[config.mk]
export PLATFORM = sky130hd
export DESIGN_NAME = uart_tx_lowwater
export DESIGN_NICKNAME = d
export VERILOG_FILES = /design/src/rtl/uart_tx_lw_pkg.sv /design/src/rtl/uart_tx_lw_fifo.sv /design/src/rtl/uart_tx_lw_dir.sv /design/src/rtl/uart_tx_lw_flags.sv /design/src/rtl/uart_tx_lowwater.sv
export SDC_FILE = /design/constraint.sdc
export NUM_CORES = 1
export LEC_CHECK = 0
export CORE_AREA = 2 2 116 118
export CTS_CLUSTER_DIAMETER = 200
export DETAILED_ROUTE_END_ITERATION = 12
export DIE_AREA = 0 0 118 120
export PLACE_DENSITY = 0.69
export REMOVE_ABC_BUFFERS = 1
export SYNTH_ARGS = -nofsm -noshare
export SYNTH_HDL_FRONTEND = slang
export SYNTH_SLANG_ARGS = --single-unit
[constraint.sdc]
create_clock -name clk -period 3.7 [get_ports clk]
set_input_delay 0.37 -clock clk [delete_from_list [all_inputs] [get_ports clk]]
set_output_delay 0.37 -clock clk [all_outputs]
set_load 0.01 [all_outputs]
[src/rtl/uart_tx_lw_pkg.sv]
package uart_tx_lw_pkg;
  typedef enum logic [1:0] {
    DIR_IDLE = 2'd0,
    DIR_LEAD = 2'd1,
    DIR_LIVE = 2'd2
  } dir_state_e;
endpackage

[src/rtl/uart_tx_lw_fifo.sv]
module uart_tx_lw_fifo #(
  parameter int DATA_W = 8,
  parameter int DEPTH  = 16,
  localparam int AW    = (DEPTH > 1) ? $clog2(DEPTH) : 1,
  localparam int CW    = $clog2(DEPTH + 1)
) (
  input  logic              clk,
  input  logic              rst_n,
  input  logic              push,
  input  logic              pop,
  input  logic [DATA_W-1:0] wdata,
  output logic [DATA_W-1:0] rdata,
  output logic [CW-1:0]     count
);
  logic [DATA_W-1:0] mem [DEPTH];
  logic [AW-1:0] wr_ptr_q, wr_ptr_d, rd_ptr_q, rd_ptr_d;
  logic [CW-1:0] count_q, count_d;

  function automatic logic [AW-1:0] bump(input logic [AW-1:0] p);
    return (p == AW'(DEPTH - 1)) ? '0 : p + AW'(1);
  endfunction

  always_comb begin
    wr_ptr_d = push ? bump(wr_ptr_q) : wr_ptr_q;
    rd_ptr_d = pop  ? bump(rd_ptr_q) : rd_ptr_q;
    case ({push, pop})
      2'b10:   count_d = count_q + CW'(1);
      2'b01:   count_d = count_q - CW'(1);
      default: count_d = count_q;
    endcase
  end

  always_ff @(posedge clk or negedge rst_n) begin
    if (!rst_n) begin
      wr_ptr_q <= '0;
      rd_ptr_q <= '0;
      count_q  <= '0;
    end else begin
      wr_ptr_q <= wr_ptr_d;
      rd_ptr_q <= rd_ptr_d;
      count_q  <= count_d;
    end
  end

  always_ff @(posedge clk) begin
    if (push) mem[wr_ptr_q] <= wdata;
  end

  assign rdata = mem[rd_ptr_q];
  assign count = count_q;
endmodule

[src/rtl/uart_tx_lw_dir.sv]
module uart_tx_lw_dir
  import uart_tx_lw_pkg::*;
#(
  parameter int BIT_CYCLES = 16,
  parameter int CW         = 5,
  localparam int LCW       = (BIT_CYCLES > 1) ? $clog2(BIT_CYCLES) : 1
) (
  input  logic          clk,
  input  logic          rst_n,
  input  logic          auto_dir,
  input  logic          push,
  input  logic          pop,
  input  logic          ser_done,
  input  logic [CW-1:0] count,
  output logic          rts,
  output logic          tx_en,
  output logic          shift_busy
);
  dir_state_e st_q, st_d;
  logic [LCW-1:0] lead_q, lead_d;
  logic busy_q, busy_d;

  always_comb begin
    st_d   = st_q;
    lead_d = lead_q;
    if (!auto_dir) begin
      st_d = DIR_IDLE;
    end else begin
      case (st_q)
        DIR_IDLE: if (push) begin
          st_d   = DIR_LEAD;
          lead_d = LCW'(BIT_CYCLES - 1);
        end
        DIR_LEAD: if (lead_q == '0) st_d = DIR_LIVE;
                  else lead_d = lead_q - LCW'(1);
        DIR_LIVE: if (ser_done && !pop && !push && count == '0) st_d = DIR_IDLE;
        default:  st_d = DIR_IDLE;
      endcase
    end
    if (pop)           busy_d = 1'b1;
    else if (ser_done) busy_d = 1'b0;
    else               busy_d = busy_q;
  end

  always_ff @(posedge clk or negedge rst_n) begin
    if (!rst_n) begin
      st_q   <= DIR_IDLE;
      lead_q <= '0;
      busy_q <= 1'b0;
    end else begin
      st_q   <= st_d;
      lead_q <= lead_d;
      busy_q <= busy_d;
    end
  end

  assign rts        = auto_dir && (st_q != DIR_IDLE);
  assign tx_en      = !auto_dir || (st_q == DIR_LIVE);
  assign shift_busy = busy_q;
endmodule

[src/rtl/uart_tx_lw_flags.sv]
module uart_tx_lw_flags #(
  parameter int DEPTH = 16,
  parameter int CW    = 5
) (
  input  logic          clk,
  input  logic          rst_n,
  input  logic          wr_en,
  input  logic          pace,
  input  logic [CW-1:0] low_water,
  input  logic [CW-1:0] count,
  input  logic          shift_busy,
  output logic          push,
  output logic          irq,
  output logic          ovf
);
  logic full;
  logic ovf_q, ovf_d;
  logic drained_mode;

  always_comb begin
    full         = pace ? (count != '0) : (count == CW'(DEPTH));
    push         = wr_en && !full;
    ovf_d        = ovf_q || (wr_en && full);
    drained_mode = pace || (low_water == '0);
    irq          = drained_mode ? ((count == '0) && !shift_busy)
                                : (count <= low_water);
  end

  always_ff @(posedge clk or negedge rst_n) begin
    if (!rst_n) ovf_q <= 1'b0;
    else        ovf_q <= ovf_d;
  end

  assign ovf = ovf_q;
endmodule

[src/rtl/uart_tx_lowwater.sv]
module uart_tx_lowwater #(
  parameter int DATA_W     = 8,
  parameter int DEPTH      = 16,
  parameter int BIT_CYCLES = 16,
  localparam int CW        = $clog2(DEPTH + 1)
) (
  input  logic              clk,
  input  logic              rst_n,
  input  logic              wr_en,
  input  logic [DATA_W-1:0] wr_data,
  input  logic              ser_take,
  input  logic              ser_done,
  input  logic [CW-1:0]     low_water,
  input  logic              auto_dir,
  input  logic              pace,
  output logic [DATA_W-1:0] ser_data,
  output logic              ser_valid,
  output logic              tx_irq,
  output logic [CW-1:0]     fifo_count,
  output logic              rts,
  output logic              tx_ovf
);
  logic push, pop, tx_en, shift_busy;
  logic [CW-1:0] count;

  assign ser_valid  = tx_en && (count != '0);
  assign pop        = ser_take && ser_valid;
  assign fifo_count = count;

  uart_tx_lw_fifo #(.DATA_W(DATA_W), .DEPTH(DEPTH)) u_fifo (
    .clk(clk), .rst_n(rst_n), .push(push), .pop(pop),
    .wdata(wr_data), .rdata(ser_data), .count(count)
  );

  uart_tx_lw_dir #(.BIT_CYCLES(BIT_CYCLES), .CW(CW)) u_dir (
    .clk(clk), .rst_n(rst_n), .auto_dir(auto_dir), .push(push), .pop(pop),
    .ser_done(ser_done), .count(count), .rts(rts), .tx_en(tx_en),
    .shift_busy(shift_busy)
  );

  uart_tx_lw_flags #(.DEPTH(DEPTH), .CW(CW)) u_flags (
    .clk(clk), .rst_n(rst_n), .wr_en(wr_en), .pace(pace),
    .low_water(low_water), .count(count), .shift_busy(shift_busy),
    .push(push), .irq(tx_irq), .ovf(tx_ovf)
  );
endmodule

==> results of run 1 <==
## worst max-delay path by stage
stage | start | end | slack, ps | depth (start not counted)
floorplan | u_fifo.rd_ptr_q[0] | ser_data[0] | 800 | 4
global placement | u_fifo.rd_ptr_q[0] | ser_data[2] | 860 | 6
detailed placement | u_fifo.count[2] | u_fifo.count[2] | 790 | 10
CTS | u_fifo.rd_ptr_q[0] | ser_data[2] | 400 | 6
global route | u_fifo.rd_ptr_q[0] | ser_data[2] | 310 | 6
finish | u_fifo.rd_ptr_q[0] | ser_data[2] | 500 | 6
## sequential cells by signal (all words and copies together) (netlist names)
| name | count |
|---|---|
| u_fifo.rd_ptr_q | 4 |
| u_dir.lead_q | 4 |
| u_dir.shift_busy | 1 |
| u_dir.st_q | 2 |
| u_fifo.mem | 128 |
| u_flags.ovf | 1 |
| u_fifo.wr_ptr_q | 4 |
| u_fifo.count | 5 |
## stage by stage
stage	setup WS, ps	utilization (%)	cell area (um2)	cells	power, mW
detailed placement	785.1	53.72	6973	577	3.780
global route	311.0	58.67	7615	608	5.865
floorplan	804.3	-	6341	360	3.156
global placement	863.4	53.72	6973	577	3.740
CTS	401.8	58.67	7615	608	5.656
finish	497.5	58.67	7615	608	5.601
## Yosys cell counts, types with 3 or more instances
master and count:
edfxtp_1 128, and3_1 5, nor2b_1 15, buf_6 3, dfrtp_1 21, mux2i_1 8, buf_2 5, a211oi_1 9
mux4_2 32, a21oi_1 16, clkbuf_1 9, xor2_1 4, nor2_1 8, o21ai_0 14, nand2_1 7, nand3_1 6
inv_1 13, and2_1 15, nand2b_1 3, xnor2_1 4, ha_1 14
## final cells by class
class,count,area share (%)
clock buffer,19,5.685
clock inverter,12,2.744
inverter,15,0.7723
multi-input combinational,196,25.12
sequential,149,57.39
tap,176,2.892
timing repair buffer,41,5.389
## cell families after synthesis
| group | after synthesis | share of synthesized area (%) |
|---|---|---|
| DFF | 149 | 67.75 |
| and+or+nand+nor | 74 | 7.101 |
| AOI/OAI and AO/OA | 58 | 5.937 |
| muxes | 42 | 12.82 |
| buffers and inverters | 34 | 2.580 |
| adders and majority gates | 14 | 2.716 |
| xor gates and xnor gates | 8 | 1.086 |
## where the power goes
part / leakage (nW) / total, mW / internal [mW] / switching, mW
Combinational: 0.925 / 1.53 / 0.803 / 0.728
Sequential: 1.39 / 2.20 / 1.98 / 0.214
Clock: 0.311 / 1.87 / 1.25 / 0.621
## critical path: stages, from the launching register on
cell and delay (ps):
dfrtp_2 600, buf_4 340, mux4_2 520, nor2b_1 140
a211oi_1 230, a21oi_1 70, clkdlybuf4s50_1 520
## routing by layer
layer | GRT usage, % | up-vias | part of all wire, %
li1 | - | 1574 | -
met3 | 4.183 | 20 | 3.7
met5 | 0 | - | 0
met2 | 31.98 | 100 | 51
met1 | 24.42 | 1784 | 43
met4 | 8.584 | 0 | 1.9
==> impl_metrics.yaml, run 1 <==
clock_tree:
  cts_hold_buffers: 0
  htree_levels: 4
  numCtsBuffers: 17
  post_cts_buffers: 0
  clock-sinks: 149
  ctsResizeCount: 0
  clk_pin_slew_ps: 60
  clk_latency_ps: 420
  cts_root_buffer: "clkbuf_16"
  clock_tree.buffer_depth: 2
  cts_tree: "yes"
setup_path:
  critPathArrivalTime_ps: 2830
  r2r_start: "u_fifo.count[2]"
  cp-start-kind: "register"
  endpoint_kind: "output port"
  cp_max_fo: 14
  path_class: "reg2out"
  r2r_cells: 10
  r2r-end: "u_fifo.count[2]"
  r2r_slack_ps: 750
  required_ps: 3330
floorplan:
  design.die.area_mm2: 0.01416
  io_pins: 37
  row_count: 42
  die_h_um: 120
  core_mm2: 0.01298
  die_w_um: 118
  start_util_pct: 49.68
synth:
  ys_async_sr_fraction_pct: 14.09
  syn_area_mm2: 0.006449
  synth_cells: 379
  netlist_top_cells_area: "edfxtp_1 60%, mux4_2 11%, dfrtp_1 8.1%"
  synth_top_area_share_pct: 59.60
  ys_ff_latch: 149
  ys_seq_area_share_pct: 67.75
  synth_cell_types: 50
  ys.flop_type: "edfxtp_1"
  synth.largest_area_cell: "edfxtp_1"
  synth-edff-count: 128
  syn_avg_cell_area_um2: 17.02
  yosysWarnings: 0
grt:
  antenna_found_initial: 0
  grt_pass1_wl_mm: 19.71
  grt_pass1_vias: 3558
  grt.overflow.total: 0
  grt_util_all_layers_pct: 19.21
  grt_max_degree: 29
final_layout:
  ff_latch_area_mm2: 0.004370
  multi_input_area_mm2: 0.001913
  final_layout_size_suffix_gt1_share_pct: 17.13
  area_growth_pct: 18.08
  final_nets: 454
  fillerInstances: 982
  diodes: 0
  final_common_cell: "edfxtp_1"
  final_cell_mix: "128 x edfxtp_1, 36 x clkdlybuf4s50_1, 32 x mux4_2"
hold_path:
  holdCritPathClass: "reg2reg"
  hold_end: "u_flags.ovf"
  min_from: "u_flags.ovf"
  min_path_cells: 1
sta:
  min_period_ps: 3202
  setup_violations: 0
  drv_slew: 0
  clock_skew_ps: 14.38
  fin_crit_sh_pct: 86.55
  tightest_slew_ps: 972.4
  rsz0062_at_grt: "false"
  hold_viol_final: 0
  fin_hold_ws_ps: 479.8
  slew_headroom_pct: 34.97
  finalSetupTns_ps: 0
  fmax_mhz: 312.3
pwr:
  power_density_mw_per_mm2: 735.6
  p_leak_nw: 2.631
  peakVddDrop_v: 0.0003209
routing:
  wl_per_cell_um: 20.86
  viasPerCell: 5.720
  first_pass_iters: 4
  ant_nets: 0
  drt_iter0_markers: 287
  drc: 0
  totalWireLength_mm: 12.68
  vias: 3478
placement:
  hpwl_mm: 7.911
  gp_congestion: 0.8058
  port_buffers: 36
job:
  cap_violations: 0
run_status:
  status: "complete, no violations"
(Power assumes the default switching activity.)
==> inputs of run 2 (changes only) <==
Clock period 3.7 ns to 3.4 ns, I/O delays scaled along.
==> run 2 against run 1 <==
Compared with the run above: wire length is 1.1% lower; design area is 1.5% lower; die area stayed put; worst hold slack worse by 4.6 ps; register-to-register slack worse by 250 ps; via count is 2.0% lower; combinational power is 9.8% higher; final cell count is 0.66% higher; clock-buffer cell count stayed put; sequential share of layout area is 0.86 points higher; clock power is 15% lower; critical path type unchanged; largest power group unchanged.
==> impl_metrics.yaml, run 2 (synthesis gave the netlist of run 1 again) <==
run_status:
  status: "complete, no violations"
sta:
  min_period_ps: 3116
  fin_hold_ws_ps: 475.2
  fmax_mhz: 320.9
  slew_headroom_pct: 33.85
  setup_ws_ps: 284.0
  setup_violations: 0
  drv_slew: 0
  rsz0062_at_grt: "false"
  fin_crit_sh_pct: 91.65
  hold_viol_final: 0
  clock_skew_ps: 4.658
  finalSetupTns_ps: 0
  tightest_slew_ps: 989.2
job:
  cap_violations: 0
routing:
  wl_met3_um: 492
  vias: 3409
  wl_met1_mm: 5.339
  first_pass_iters: 4
  drt_iter0_markers: 300
  totalWireLength_mm: 12.54
  ant_nets: 0
  top_layer_used: "met4"
  wl_per_cell_um: 20.49
  wl_met2_mm: 6.489
  viasPerCell: 5.570
  drc: 0
setup_path:
  cp_max_fo: 11
  path_class: "reg2out"
  r2r_slack_ps: 500
  cp-start-kind: "register"
  path_cells: "buf_4, mux4_2, a211oi_1, a21oi_1, clkdlybuf4s50_1"
  endpoint_kind: "output port"
  r2r_start: "u_fifo.count[2]"
  r2r_cells: 10
  cp.buffers_inverters: 2
  path_delay_family: "buffers and inverters"
  required_ps: 3060
  critical_path.slowest_cell: "clkdlybuf4s50_1"
  r2r-end: "u_fifo.count[2]"
  slowest_delay_ps: 530
  critPathArrivalTime_ps: 2780
final_layout:
  final_layout_size_suffix_gt1_share_pct: 18.12
  post-route-util_pct: 57.80
  area_growth_pct: 16.34
  final_common_cell: "edfxtp_1"
  fillerInstances: 1013
  finalInstanceArea_mm2: 0.007502
  largest_register_ffs: 128
  top_regs: "u_fifo.mem x128, u_fifo.count x5"
  top_register: "u_fifo.mem"
  final_cell_mix: "128 x edfxtp_1, 36 x clkdlybuf4s50_1, 32 x mux4_2"
  diodes: 0
  final_nets: 458
clock_tree:
  htree_levels: 4
  post_cts_buffers: 0
  clk_latency_ps: 410
  ctsResizeCount: 0
  cts_hold_buffers: 0
  clk_pin_slew_ps: 60
  cts_tree: "yes"
  clock-sinks: 149
  numCtsBuffers: 17
  cts_root_buffer: "clkbuf_16"
  clock_tree.buffer_depth: 2
pwr:
  p_leak_nw: 2.588
  p_clk_share_pct: 27.9
  peakVddDrop_v: 0.0003901
  switchingPower_mw: 1.732
  comb_power_share_pct: 29.5
  switching_share_pct: 30.36
  power_density_mw_per_mm2: 760.5
  seqPwrFrac_pct: 42.6
  p_int_mw: 3.973
placement:
  port_buffers: 36
  placed_cell_area_mm2: 0.007003
  gp_congestion: 0.7487
  place_worst_setup_slack_ps: 497.7
  hpwl_mm: 7.974
floorplan:
  design.die.area_mm2: 0.01416
  io_pins: 37
  core_mm2: 0.01298
  row_count: 42
  die_h_um: 120
  die_w_um: 118
  start_util_pct: 49.68
grt:
  grt_max_degree: 22
  grt_util_all_layers_pct: 18.92
  grt_pass1_vias: 3602
  antenna_found_initial: 0
  grt.overflow.total: 0
  grt_pass1_wl_mm: 19.64
hold_path:
  holdCritPathClass: "in2async"
## run 2: worst max path at each step
stage / to / slack [ps] / cells after the start / from
floorplan: ser_data[0] / 530 / 4 / u_fifo.rd_ptr_q[0]
global placement: u_fifo.count[2] / 590 / 10 / u_fifo.count[2]
detailed placement: u_fifo.count[2] / 500 / 10 / u_fifo.count[2]
CTS: ser_data[7] / 220 / 5 / u_fifo.rd_ptr_q[0]
global route: ser_data[7] / 130 / 5 / u_fifo.rd_ptr_q[0]
finish: ser_data[7] / 280 / 5 / u_fifo.rd_ptr_q[0]
## run 2: area by class of cell
cell class	instances	area (um2)	area share, %
well taps	176	220.2	2.935
multi-input cells	196	1913	25.50
clock buffers	19	432.9	5.771
clock inverters	12	66.31	0.8839
flip-flops and latches	149	4370	58.26
inverters	15	58.81	0.7839
repair buffers	45	440.4	5.871
## run 2: routing by layer
metal / GRT usage (%) / up-vias
met2: 31.54 / 79
met3: 4.183 / 15
met1: 24.21 / 1738
met4: 7.907 / 0
li1: - / 1577
met5: 0 / -
## run 2: power by group through the flow
| stage | clock network (mW) | logic [mW] | registers (mW) |
|---|---|---|---|
| 3_3_place_gp | 0 | 1.66 | 2.46 |
| 2_1_floorplan | 0 | 0.932 | 2.50 |
| 3_5_place_dp | 0 | 1.70 | 2.47 |
| 5_1_grt | 1.69 | 1.83 | 2.47 |
| 6_report | 1.59 | 1.68 | 2.43 |
| 4_1_cts | 1.62 | 1.71 | 2.43 |
## run 2: through the flow
step	power, mW	std cells
after floorplan	3.434	360
after global placement	4.119	581
after detailed placement	4.166	581
after CTS	5.765	612
after global routing	5.987	612
final	5.705	612
==> inputs of run 3 (changes only) <==
Settings changed: CORE_AREA 2 2 116 118 to 2 2 95 143, DIE_AREA 0 0 118 120 to 0 0 97 145, SETUP_SLACK_MARGIN set to 0.3.
==> run 3 against run 2 <==
Compared with the run above: clock skew up 5.2 ps; combinational power is essentially flat; setup slack better by 200 ps; maximum frequency is 6.7% higher; sequential power down 2%; highest routed layer unchanged; global-route usage up 0.20 points; design area rose by 0.85%; worst hold slack got worse by 8.5 ps; register-to-register slack is essentially flat; sequential share of layout area shrank 0.49 points.
==> impl_metrics.yaml, run 3 (synthesis gave the netlist of run 1 again) <==
run_status:
  status: "complete, no violations"
floorplan:
  io_pins: 37
  start_util_pct: 50.28
  die_w_um: 97
  die_h_um: 145
  row_count: 51
  design.die.area_mm2: 0.01407
  core_mm2: 0.01283
clock_tree:
  cts_tree: "yes"
  cts_root_buffer: "clkbuf_16"
  post_cts_buffers: 0
  htree_levels: 4
  clk_latency_ps: 410
  clock-sinks: 149
  cts_hold_buffers: 0
  numCtsBuffers: 17
  clock_tree.buffer_depth: 2
  clk_pin_slew_ps: 60
  ctsResizeCount: 0
final_layout:
  largest_register_ffs: 128
  final_nets: 455
  area_growth_pct: 17.33
  final_layout_size_suffix_gt1_share_pct: 18.89
  top_regs: "u_fifo.mem x128, u_fifo.count x5"
  final_common_cell: "edfxtp_1"
  diodes: 0
  finalInstanceArea_mm2: 0.007566
  top_register: "u_fifo.mem"
  final_cell_mix: "128 x edfxtp_1, 36 x clkdlybuf4s50_1, 32 x mux4_2"
sta:
  tightest_slew_ps: 970.5
  fin_crit_sh_pct: 85.90
  drv_slew: 0
  finalSetupTns_ps: 0
  slew_headroom_pct: 35.10
  fmax_mhz: 342.4
  setup_violations: 0
  min_period_ps: 2920
  clock_skew_ps: 9.846
  hold_viol_final: 0
  rsz0062_at_grt: "false"
setup_path:
  r2r_cells: 10
  path_class: "reg2out"
  critical_path.slowest_cell: "clkdlybuf4s50_1"
  path_delay_family: "buffers and inverters"
  critPathArrivalTime_ps: 2580
  path_cells: "buf_12, mux4_2, nor2b_1, a211oi_1, a21oi_1, clkdlybuf4s50_1"
  r2r-end: "u_fifo.count[2]"
  cp_max_fo: 26
  cp-start-kind: "register"
  cp.buffers_inverters: 2
  endpoint_kind: "output port"
  required_ps: 3060
  slowest_delay_ps: 530
  r2r_slack_ps: 500
  r2r_start: "u_fifo.count[2]"
grt:
  grt_pass1_wl_mm: 19.84
  grt.overflow.total: 0
  grt_util_all_layers_pct: 19.13
  antenna_found_initial: 0
  grt_max_degree: 27
  grt_pass1_vias: 3591
pwr:
  power_density_mw_per_mm2: 784.6
  p_leak_nw: 2.606
  peakVddDrop_v: 0.0004181
routing:
  viasPerCell: 5.793
  drt_iter0_markers: 271
  ant_nets: 0
  wl_per_cell_um: 20.99
  drc: 0
  totalWireLength_mm: 12.45
  first_pass_iters: 4
  vias: 3435
placement:
  port_buffers: 36
  placed_cell_area_mm2: 0.006959
  gp_congestion: 0.7346
  hpwl_mm: 8.151
job:
  cap_violations: 0
hold_path:
  holdCritPathClass: "in2async"
run 3: final cells by class:
cell class,instances,area (um2)
multi-input combinational,196,1913
clock inverter,15,181.4
inverter,15,58.81
fill,967,5260
timing repair buffer,42,417.9
sequential,149,4370
tap,159,198.9
clock buffer,17,425.4
run 3: routing by layer:
metal	GRT usage (%)	vias up	share of wire [%]
met2	34.38	101	55
met3	4.432	6	4.6
li1	-	1576	-
met4	7.394	0	1.2
met1	21.97	1752	39
met5	0	-	0
run 3: power by group:
part	total (mW)	switching [mW]	internal (mW)
logic	1.67	0.787	0.882
registers	2.39	0.235	2.16
clock network	1.87	0.717	1.16
run 3: how the worst max path moves through the flow:
stage	end	cells after the start	startpoint
6_report	ser_data[5]	6	u_fifo.rd_ptr_q[0]
5_1_grt	ser_data[4]	6	u_fifo.rd_ptr_q[0]
4_1_cts	ser_data[5]	6	u_fifo.rd_ptr_q[0]
3_5_place_dp	u_fifo.count[2]	10	u_fifo.count[2]
3_3_place_gp	u_fifo.count[2]	10	u_fifo.count[2]
2_1_floorplan	ser_data[0]	4	u_fifo.rd_ptr_q[0]
run 3: metrics by stage:
stage,util [%],power [mW],hold WS [ps],instances,setup slack (ps)
floorplan,-,3.434,44.41,360,534.3
global placement,54.26,4.077,470.4,561,608.7
detailed placement,54.26,4.127,464.6,561,526.2
CTS,58.99,6.002,488.0,593,428.4
global route,58.99,6.229,509.3,593,324.9
finish,58.99,5.936,466.7,593,479.5
